**src/rtl/ivt_pkg.sv**
```systemverilog
package ivt_pkg;

    localparam int unsigned CNT_W  = 16;
    localparam int unsigned NUM_CH = 2;
    localparam int unsigned FLAG_BIT = 5;

    localparam logic [1:0] PORT_T0   = 2'd0;
    localparam logic [1:0] PORT_NONE = 2'd1;
    localparam logic [1:0] PORT_T2   = 2'd2;
    localparam logic [1:0] PORT_CTRL = 2'd3;

    typedef enum logic [1:0] {
        SEL_T0 = 2'd0,
        SEL_T1 = 2'd1,
        SEL_T2 = 2'd2,
        SEL_RB = 2'd3
    } chan_sel_e;

    typedef enum logic [1:0] {
        ACC_LATCH = 2'd0,
        ACC_LO    = 2'd1,
        ACC_HI    = 2'd2,
        ACC_LOHI  = 2'd3
    } access_e;

    typedef struct packed {
        chan_sel_e   sel;
        access_e     acc;
        logic [3:0]  cfg;
    } ctrl_word_t;

    function automatic logic [1:0] slot_port(input int i);
        return (i == 0) ? PORT_T0 : PORT_T2;
    endfunction

    function automatic chan_sel_e slot_sel(input int i);
        return (i == 0) ? SEL_T0 : SEL_T2;
    endfunction

    function automatic logic [7:0] status_byte(input logic flag, input logic [3:0] cfg);
        logic [7:0] s;
        s = 8'h00;
        s[FLAG_BIT] = flag;
        s[3:0] = cfg;
        return s;
    endfunction

endpackage

```
**src/rtl/ivt_prescaler.sv**
```systemverilog
module ivt_prescaler #(
    parameter int unsigned SYS_HZ  = 125_000_000,
    parameter int unsigned TICK_HZ = 1_193_180
) (
    input  logic clk,
    input  logic rst,
    output logic tick
);
    localparam int unsigned AW = $clog2(2 * SYS_HZ + 1);
    localparam logic [AW-1:0] STEP = TICK_HZ[AW-1:0];
    localparam logic [AW-1:0] WRAP = SYS_HZ[AW-1:0];

    logic [AW-1:0] acc_q;
    logic [AW-1:0] sum;
    logic          wrap_now;

    always_comb begin
        sum      = acc_q + STEP;
        wrap_now = (sum >= WRAP);
        tick     = !rst && wrap_now;
    end

    always_ff @(posedge clk) begin
        if (rst) begin
            acc_q <= '0;
        end else if (wrap_now) begin
            acc_q <= sum - WRAP;
        end else begin
            acc_q <= sum;
        end
    end

    // accumulator residue stays below one full period
    p_acc_range_r7: assert property (@(posedge clk) disable iff (rst) acc_q < WRAP);

endmodule

```
**src/rtl/ivt_ctrl.sv**
```systemverilog
module ivt_ctrl import ivt_pkg::*; (
    input  logic                clk,
    input  logic                rst,
    input  logic                wr_en,
    input  logic [1:0]          addr,
    input  logic [7:0]          wdata,
    output logic [NUM_CH-1:0]   prog,
    output logic [CNT_W-1:0]    load_val,
    output logic [NUM_CH-1:0]   cfg_we,
    output logic [3:0]          cfg_val,
    output logic                err
);
    ctrl_word_t          cw;
    logic                cw_wr;
    logic                cw_ok;
    logic [NUM_CH-1:0]   data_wr;
    logic                pend_q;
    logic [7:0]          low_q;
    logic                err_q;

    assign cw      = ctrl_word_t'(wdata);
    assign cw_wr   = wr_en && (addr == PORT_CTRL);
    assign cw_ok   = ((cw.sel == SEL_T0) || (cw.sel == SEL_T2)) && (cw.acc == ACC_LOHI);
    assign cfg_val = cw.cfg;
    assign load_val = {wdata, low_q};
    assign err     = err_q;

    for (genvar i = 0; i < NUM_CH; i++) begin : g_slot
        assign data_wr[i] = wr_en && (addr == slot_port(i));
        assign prog[i]    = data_wr[i] && pend_q;
        assign cfg_we[i]  = cw_wr && cw_ok && (cw.sel == slot_sel(i));
    end

    always_ff @(posedge clk) begin
        if (rst) begin
            pend_q <= 1'b0;
            low_q  <= '0;
            err_q  <= 1'b0;
        end else begin
            err_q <= cw_wr && !cw_ok;
            if (cw_wr) begin
                pend_q <= 1'b0;
            end else if (|data_wr) begin
                pend_q <= !pend_q;
                if (!pend_q) begin
                    low_q <= wdata;
                end
            end
        end
    end

    // an error pulse only ever follows a control-port write
    p_err_source_r2: assert property (@(posedge clk) disable iff (rst)
        err_q |-> $past(wr_en && (addr == PORT_CTRL)));
    // a control write leaves the byte-order flag clear
    p_seq_clear_r6: assert property (@(posedge clk) disable iff (rst)
        $past(wr_en && (addr == PORT_CTRL)) |-> !pend_q);
    // at most one channel loads per cycle
    p_prog_onehot_r5: assert property (@(posedge clk) disable iff (rst) $onehot0(prog));
    // a load consumes the pending low byte
    p_load_clears_r5: assert property (@(posedge clk) disable iff (rst)
        (|prog) |=> !pend_q);

endmodule

```
**src/rtl/ivt_channel.sv**
```systemverilog
module ivt_channel import ivt_pkg::*; (
    input  logic             clk,
    input  logic             rst,
    input  logic             tick,
    input  logic             prog,
    input  logic [CNT_W-1:0] load_val,
    input  logic             cfg_we,
    input  logic [3:0]       cfg_val,
    input  logic             stat_clr,
    output logic             expire,
    output logic [7:0]       status
);
    localparam int unsigned RW = CNT_W + 1;
    localparam logic [RW-1:0] FULL_RANGE = {1'b1, {CNT_W{1'b0}}};
    localparam logic [RW-1:0] ONE        = {{CNT_W{1'b0}}, 1'b1};

    logic [RW-1:0] reload_q;
    logic [RW-1:0] cnt_q;
    logic [RW-1:0] load_ext;
    logic          armed_q;
    logic          expire_q;
    logic          flag_q;
    logic [3:0]    cfg_q;
    logic          hit;

    assign load_ext = (load_val == '0) ? FULL_RANGE : {1'b0, load_val};
    assign hit      = armed_q && tick && (cnt_q == ONE) && !prog;

    always_ff @(posedge clk) begin
        if (rst) begin
            reload_q <= '0;
            cnt_q    <= '0;
            armed_q  <= 1'b0;
            expire_q <= 1'b0;
            flag_q   <= 1'b0;
            cfg_q    <= '0;
        end else begin
            expire_q <= hit;
            if (prog) begin
                reload_q <= load_ext;
                cnt_q    <= load_ext;
                armed_q  <= 1'b1;
            end else if (armed_q && tick) begin
                cnt_q <= hit ? reload_q : (cnt_q - ONE);
            end
            if (hit) begin
                flag_q <= 1'b1;
            end else if (stat_clr) begin
                flag_q <= 1'b0;
            end
            if (cfg_we) begin
                cfg_q <= cfg_val;
            end
        end
    end

    assign expire = expire_q;
    assign status = status_byte(flag_q, cfg_q);

    // a running count never sits at zero nor above its reload
    p_cnt_live_r8: assert property (@(posedge clk) disable iff (rst)
        armed_q |-> ((cnt_q != '0) && (cnt_q <= reload_q)));
    // an expiry pulse follows a tick edge
    p_expire_on_tick_r8: assert property (@(posedge clk) disable iff (rst)
        expire_q |-> $past(tick));
    // a load edge never produces an expiry
    p_load_wins_r10: assert property (@(posedge clk) disable iff (rst)
        $past(prog) |-> !expire_q);
    // a zero load starts a full-range countdown
    p_zero_full_r9: assert property (@(posedge clk) disable iff (rst)
        ($past(prog) && ($past(load_val) == '0)) |-> (cnt_q == FULL_RANGE));
    // every expiry leaves the status flag set
    p_flag_set_r11: assert property (@(posedge clk) disable iff (rst)
        expire_q |-> flag_q);

endmodule

```
**src/rtl/ivt_top.sv**
```systemverilog
module ivt_top import ivt_pkg::*; #(
    parameter int unsigned SYS_HZ  = 125_000_000,
    parameter int unsigned TICK_HZ = 1_193_180
) (
    input  logic              clk,
    input  logic              rst,
    input  logic              wr_en,
    input  logic              rd_en,
    input  logic [1:0]        addr,
    input  logic [7:0]        wdata,
    output logic [7:0]        rdata,
    output logic [NUM_CH-1:0] expire,
    output logic              err
);
    logic               tick;
    logic [NUM_CH-1:0]  prog;
    logic [CNT_W-1:0]   load_val;
    logic [NUM_CH-1:0]  cfg_we;
    logic [3:0]         cfg_val;
    logic [7:0]         stat [NUM_CH];

    ivt_prescaler #(
        .SYS_HZ  (SYS_HZ),
        .TICK_HZ (TICK_HZ)
    ) u_presc (
        .clk  (clk),
        .rst  (rst),
        .tick (tick)
    );

    ivt_ctrl u_ctrl (
        .clk      (clk),
        .rst      (rst),
        .wr_en    (wr_en),
        .addr     (addr),
        .wdata    (wdata),
        .prog     (prog),
        .load_val (load_val),
        .cfg_we   (cfg_we),
        .cfg_val  (cfg_val),
        .err      (err)
    );

    for (genvar i = 0; i < NUM_CH; i++) begin : g_ch
        ivt_channel u_ch (
            .clk      (clk),
            .rst      (rst),
            .tick     (tick),
            .prog     (prog[i]),
            .load_val (load_val),
            .cfg_we   (cfg_we[i]),
            .cfg_val  (cfg_val),
            .stat_clr (rd_en && (addr == slot_port(i))),
            .expire   (expire[i]),
            .status   (stat[i])
        );
    end

    always_comb begin
        rdata = 8'h00;
        for (int i = 0; i < NUM_CH; i++) begin
            if (addr == slot_port(i)) begin
                rdata = stat[i];
            end
        end
    end

    // the unused and control addresses read as zero
    p_rdata_idle_r12: assert property (@(posedge clk) disable iff (rst)
        ((addr == PORT_NONE) || (addr == PORT_CTRL)) |-> (rdata == 8'h00));

endmodule

```
**config.mk**
```make
export PLATFORM = sky130hd
export DESIGN_NAME = ivt_top
export DESIGN_NICKNAME = d
export VERILOG_FILES = /design/src/rtl/ivt_pkg.sv /design/src/rtl/ivt_prescaler.sv /design/src/rtl/ivt_ctrl.sv /design/src/rtl/ivt_channel.sv /design/src/rtl/ivt_top.sv
export SDC_FILE = /design/constraint.sdc
export NUM_CORES = 1
export LEC_CHECK = 0
export BUFFER_PORTS_ARGS = -buffer_cell sky130_fd_sc_hd__buf_2
export CAP_MARGIN = 15
export CORE_MARGIN = 10
export CORE_UTILIZATION = 60
export DETAILED_ROUTE_END_ITERATION = 7
export GPL_TIMING_DRIVEN = 0
export HOLD_SLACK_MARGIN = 0.02
export PLACE_DENSITY = 0.77
export SLEW_MARGIN = 40
export SYNTH_ARGS = -nofsm -noshare
export SYNTH_HDL_FRONTEND = slang
export SYNTH_SLANG_ARGS = --single-unit
```
**constraint.sdc**
```tcl
create_clock -name clk -period 3.7 [get_ports clk]
set_input_delay 0.74 -clock clk [delete_from_list [all_inputs] [get_ports clk]]
set_output_delay 0.74 -clock clk [all_outputs]
set_load 0.1 [all_outputs]
```
Yosys cells after proc, flatten, opt, wreduce, memory -nomap -nowiden
Cells that the tools add are included.
{"block": "word_totals", "out_inout_bits": 11, "elab_cells": 78, "inputBits": 14, "reg_bits": 120}
{"block": "op_classes", "muxes": 14, "bitwise_logic": 2, "reduce_logical": 35, "addsub": 4, "n_lt_le_gt_ge": 1, "eq_ne": 6}
{"operator": "$mux 17", "n": 7}
{"operator": "$eq 17x1->1 const B", "n": 2}
{"operator": "$sub 17x1->17 const B", "n": 2}
{"operator": "$add 28x21->28 const B", "n": 1}
{"operator": "$ge 28x27->1 const B", "n": 1}
{"operator": "$mux 28", "n": 1}
{"operator": "$sub 28x27->28 const B", "n": 1}
{"operator": "$logic_and 1x1->1", "n": 19}
{"operator": "$logic_not 16->1", "n": 1}
{"operator": "$eq 2x2->1 const B", "n": 4}
{"operator": "$mux 8", "n": 1}
{"operator": "$reduce_bool 2->1", "n": 4}
{"operator": "$mux 6", "n": 1}
{"operator": "$logic_not 1->1", "n": 5}
{"operator": "$logic_not 2->1", "n": 2}
{"operator": "$mux 1", "n": 4}
{"operator": "$reduce_or 2->1", "n": 2}
{"operator": "$reduce_and 3->1", "n": 1}
{"operator": "$not 1->1", "n": 2}
{"operator": "$logic_or 1x1->1", "n": 1}

Longest topological paths before layout
{"block": "logic_depth", "ltp_word": 9, "mapped_depth": 18, "mapped_depth_nobuf": 15}

By module
From an unflattened synthesis, not the netlist that was laid out.
{"block": "hier_totals", "hier_cells": 953, "area_unflattened_um2": 7574.8}
{"module": "ivt_channel", "area_per_inst_um2": 2122.0, "cells_each": 256, "instances": 2, "seq_area_each_um2": 820.8}
{"module": "ivt_prescaler", "area_per_inst_um2": 2602.5, "cells_each": 359, "instances": 1, "seq_area_each_um2": 520.5}
{"module": "ivt_ctrl", "area_per_inst_um2": 581.8, "cells_each": 62, "instances": 1, "seq_area_each_um2": 200.2}
{"module": "ivt_top", "area_per_inst_um2": 146.4, "cells_each": 20, "instances": 1, "seq_area_each_um2": 0.0}

Worst setup path before layout
Ideal clock, no wire load.
{"block": "synth_path", "path_type": "register -> register", "from": "register u_presc.acc_q[2]", "to": "register u_presc.acc_q[8]", "required_time_ns": 3.630, "path_buffers": 2, "arrival_ns": 3.344, "path_stages_with_launch": 15, "period_less_slack_ns": 3.414, "setup_ns": 0.070, "path_slack_ns": 0.286, "path_cell_list": "dfxtp_1 buf_6 o31a_4 nor3_1 nor2_1 ha_1 o2111ai_1 a21oi_1 or3_1 nor3_2 o211a_4 o22ai_2 buf_6 or4_1 a21oi_1"}
{"block": "synth_between", "elab_chain_len": 3, "word_cells_on_any_way": 4, "classes_between": "2 x add/sub; 1 x order compare; 1 x mux"}
{"element": "start, declared", "line_no": "ivt_prescaler.sv:13", "text": "logic [AW-1:0] acc_q;"}
{"element": "start signal, assigned", "line_no": "ivt_prescaler.sv:27", "text": "acc_q <= sum - WRAP;"}
{"element": "start signal, assigned", "line_no": "ivt_prescaler.sv:29", "text": "acc_q <= sum;"}
{"element": "$add 28x21->28 *", "line_no": "ivt_prescaler.sv:18", "text": "sum = acc_q + STEP;"}
{"element": "$sub 28x27->28 or $ge 28x27->1 (tied branches)", "line_no": "ivt_prescaler.sv:27, ivt_prescaler.sv:19"}
{"element": "$mux 28 *", "line_no": "ivt_prescaler.sv:26", "text": "end else if (wrap_now) begin"}
Mark *: on every way between the ends. The rest lies on a longest branch, timed or not.
A chain may end at the register's enable or synchronous reset.

Final worst setup path
{"block": "layout_path", "from": "register u_presc.acc_q[2]", "to": "register g_ch[0].u_ch.cnt_q[8]"}
{"block": "layout_between", "elab_chain_len": 9, "word_cells_on_any_way": 10, "classes_between": "1 x add/sub; 1 x order compare; 3 x mux; 5 x reduce/logical"}
{"element": "$add 28x21->28 *", "line_no": "ivt_prescaler.sv:18"}
{"element": "$ge 28x27->1 *", "line_no": "ivt_prescaler.sv:19", "text": "wrap_now = (sum >= WRAP);"}
{"element": "$logic_and 1x1->1 *", "line_no": "ivt_prescaler.sv:20", "text": "tick = !rst && wrap_now;"}
{"element": "$logic_and 1x1->1 *", "line_no": "ivt_channel.sv:27, ivt_channel.sv:43"}
{"element": "$logic_and 1x1->1 (2 in series)", "line_no": "ivt_channel.sv:27", "text": "assign hit = armed_q && tick && (cnt_q == ONE) && !prog;"}
{"element": "$mux 17", "line_no": "ivt_channel.sv:44", "text": "cnt_q <= hit ? reload_q : (cnt_q - ONE);"}
{"element": "$mux 17", "line_no": "ivt_channel.sv:43", "text": "end else if (armed_q && tick) begin"}
{"element": "$mux 17", "line_no": "ivt_channel.sv:39", "text": "if (prog) begin"}
{"element": "end signal, assigned", "line_no": "ivt_channel.sv:41", "text": "cnt_q <= load_ext;"}
{"element": "end signal, assigned", "line_no": "ivt_channel.sv:44"}
{"element": "end, declared", "line_no": "ivt_channel.sv:18", "text": "logic [RW-1:0] cnt_q;"}
Mark *: on every way between the ends. The rest lies on a longest branch, timed or not. The select of a mux whose other input is x is not followed.

==> results.ini <==
[worst_setup_path]
worst_setup_path_start_kind=flop
crit_type=flop to flop
endpoint=g_ch[0].u_ch.cnt_q[8]
r2r_slack_ns=0.14
r2r_end=g_ch[0].u_ch.cnt_q[8]
r2r-start=u_presc.acc_q[2]
critical_path_arrival_ns=3.86
r2r_cells=14
endpoint_kind=flop
worstPathRequired_ns=4.01
worst-path-max-fanout=10
crit_start=u_presc.acc_q[2]

[die]
start_util=0.608
io_pins=25
row_count=40
die_width_um=130
dieArea_um2=16900
die_h_um=130
core_region_area_um2=12000

[synth]
synth_compound_area_frac=0.260
synth_edf_count=0
synth.area.mux_share=0.0373
synth-simple-area-share=0.257
synth.distinct_cells=87
yosys.area.top_type=dfxtp_1
synthArstFlopShare=0
synthAdderAreaFrac=0.0138
synth_seq_area_share=0.325
synthCells=931
ys_seq_elements=118
yosys_warnings=0
synth_top_cell_area_share=0.325
synth_xor_area_frac=0.0433
ys.flop_type=dfxtp_1
avgSynthCellArea_um2=7.81
synth_area_leaders=dfxtp_1 (32%), nand2_1 (6.7%), nor2_1 (5.6%), a21oi_1 (4.8%), mux2i_1 (3.6%)
synth_top_family_by_area=compound AO/OA/AOI/OAI gates
mappedNetlistArea_um2=7280

[pwr]
power.total_mw=3.91
ir_drop_mv=0.311
total_leakage_power_nw=3.07
powerDensity_nw_per_um2=475

[sta]
setup_viol=0
period_needed_ns=3.56
hold_ws_ns=0.452
post-route-period-util=0.962
worst_slew_pin_slew_ns=0.843
fmax_mhz=281
hold_viol=0
fin_skew_ns=0.00673
finalMaxSlewViolations=0
slew_headroom=0.436

[route]
vias=7238
firstDrtPassIters=6
drt-initial-drc-count=1029
wl_per_cell_um=19.1
drt-total-wl_um=21500
drtAntennaViolNets=0
drc=0
vias_per_cell=6.42

[cells_and_area]
n_fill_cell=1017
regArea_um2=2360
antennaDiodeCount=0
area_growth_pct=13.1
drive_gt1_frac=0.125
finish.net_count=992
fin_cells=1128
multiInputGateArea_um2=4530

[cts]
cts_buffer_depth=2
hold_buffers=0
cts_tree=built
clock_sinks=118
clkLatencyLatePin_ns=0.42
numCtsBuffers=17
htreeDepth=4
clock-root-buffer=clkbuf_16
clkSlewWorstSetupHoldPaths_ns=0.05

[global_routing]
grt_overflow_total=0
grt_start_max_net_pins=17
grt.total_usage=0.254
grt_first_pass_wirelength_um=34500
antenna_found_initial=0
grt_pass1_vias=6687

[worst_hold_path]
hold_path.class=flop to flop

[status]
status=complete, no violations

[flow_run]
maxCapViolations=0

[placement]
placed_cells_incl_taps=1094
dp_hpwl_um=14900
place.gp.congestion=0.906
port_buffers=14

[state kept, by name, summed over array words and instances (netlist names), 2 cells and up]
name / cells
g_ch.u_ch.reload_q: 34
g_ch.u_ch.expire: 2
u_presc.acc_q: 26
u_ctrl.low_q: 8
g_ch.u_ch.cnt_q: 34
g_ch.u_ch.cfg_q: 8
g_ch.u_ch.flag_q: 2
g_ch.u_ch.armed_q: 2
[repair_timing]
| action | in CTS | in global routing |
|---|---|---|
| setup buffers | 0 | 4 |
| gates cloned | 0 | 0 |
| setup endpoints to repair | 58 | 57 |
| hold endpoints to repair | 0 | 0 |
| resized for setup | 8 | 6 |
| pin swaps | 0 | 1 |
[per-layer routing]
metal	vias to the layer above	GRT usage	routed length, um
met3	62	0.0572	1900
met1	3349	0.319	8840
met5	-	0	0
met2	368	0.415	10200
met4	0	0.101	552
li1	3459	-	-
[synth_stat cells, types with 6 or more instances]
library cell / n
o21ai_1: 7
a32o_1: 9
a21oi_1: 70
o21a_1: 9
a31oi_1: 7
or4_1: 6
or3_1: 11
nor3_1: 38
nand4_1: 19
nor2_1: 109
buf_2: 9
nor2b_1: 6
clkbuf_1: 45
a311oi_1: 11
o211ai_1: 8
buf_6: 8
nor4_1: 18
dfxtp_1: 118
ha_1: 8
o31ai_1: 13
xor2_1: 13
xnor2_1: 23
and3_1: 7
nand3_1: 21
nand2_1: 130
o21ai_0: 31
inv_1: 20
mux2i_1: 26
buf_4: 9
nand2b_1: 6
a211o_1: 11
[layout make-up]
class / count / area share
buffer: 73 / 0.0467
clock buffer: 20 / 0.0555
clock inverter: 10 / 0.0158
inverter: 21 / 0.00958
multi-input combinational: 721 / 0.551
sequential: 118 / 0.287
tap: 147 / 0.0224
timing repair buffer: 18 / 0.0122
[worst max-delay path, stage by stage, from the launching register on]
cell,delay (ns)
dfxtp_1,0.32
buf_6,0.14
o31a_4,0.42
nor3_4,0.23
nor2_1,0.13
ha_2,0.25
o2111ai_1,0.08
a21oi_1,0.12
or3_1,0.38
nor3_4,0.19
o211a_4,0.23
o221ai_4,0.18
buf_6,0.22
a211o_1,0.22
a311oi_1,0.32
[how the worst min path moves through the flow]
stage | slack (ns) | start | depth (start not counted) | end
floorplan | 0.43 | g_ch[1].u_ch.reload_q[11] | 2 | g_ch[1].u_ch.reload_q[11]
finish | 0.45 | g_ch[1].u_ch.reload_q[5] | 2 | g_ch[1].u_ch.reload_q[5]
global placement | 0.44 | g_ch[1].u_ch.reload_q[9] | 2 | g_ch[1].u_ch.reload_q[9]
global route | 0.47 | g_ch[1].u_ch.reload_q[5] | 2 | g_ch[1].u_ch.reload_q[5]
detailed placement | 0.44 | g_ch[1].u_ch.reload_q[9] | 2 | g_ch[1].u_ch.reload_q[9]
CTS | 0.45 | g_ch[1].u_ch.reload_q[9] | 2 | g_ch[1].u_ch.reload_q[9]
[layout by cell type (no fill, tap or decap), types with 8 or more instances in the layout]
cell type  instances
mux2i_1           26
a211o_1           11
nand4_1           19
buf_4             14
clkbuf_16         17
o31ai_1           11
nor4_1            16
nor2_1           109
o211ai_1           8
xor2_1            12
inv_1             20
dfxtp_1          117
o21a_1             9
a32o_1             9
nand2_1          129
buf_6              8
o21ai_0           31
or3_1             11
buf_2             21
clkbuf_1          46
nor3_1            37
a21oi_1           70
nand3_1           21
a311oi_1          11
xnor2_1           23
[metrics by stage]
| step | cell area [um^2] | utilization | setup TNS, ns | worst slack, ns |
|---|---|---|---|---|
| after floorplan | 7280 | - | 0 | 0.286 |
| after global placement | 7540 | 0.630 | -5.69 | -0.226 |
| after detailed placement | 7540 | 0.631 | -6.94 | -0.232 |
| after CTS | 8160 | 0.683 | 0 | 0.0276 |
| after global routing | 8230 | 0.688 | -0.0641 | -0.0232 |
| final | 8230 | 0.688 | 0 | 0.141 |
[where the power goes]
group	internal, mW	switching, mW	leakage [nW]
Combinational	0.303	0.554	1.82
Clock	1.08	0.591	0.287
Sequential	1.32	0.0580	0.957
Total	2.70	1.20	3.07
[logic make-up after synthesis]
logic type      after synthesis
compound gates              250
buf+inv                      94
flops                       118
mux                          27
simple gates                397
other cells                   1
xor+xnor                     36
fa+ha+maj                     8
Note: power is estimated with default switching activity, not from simulation.
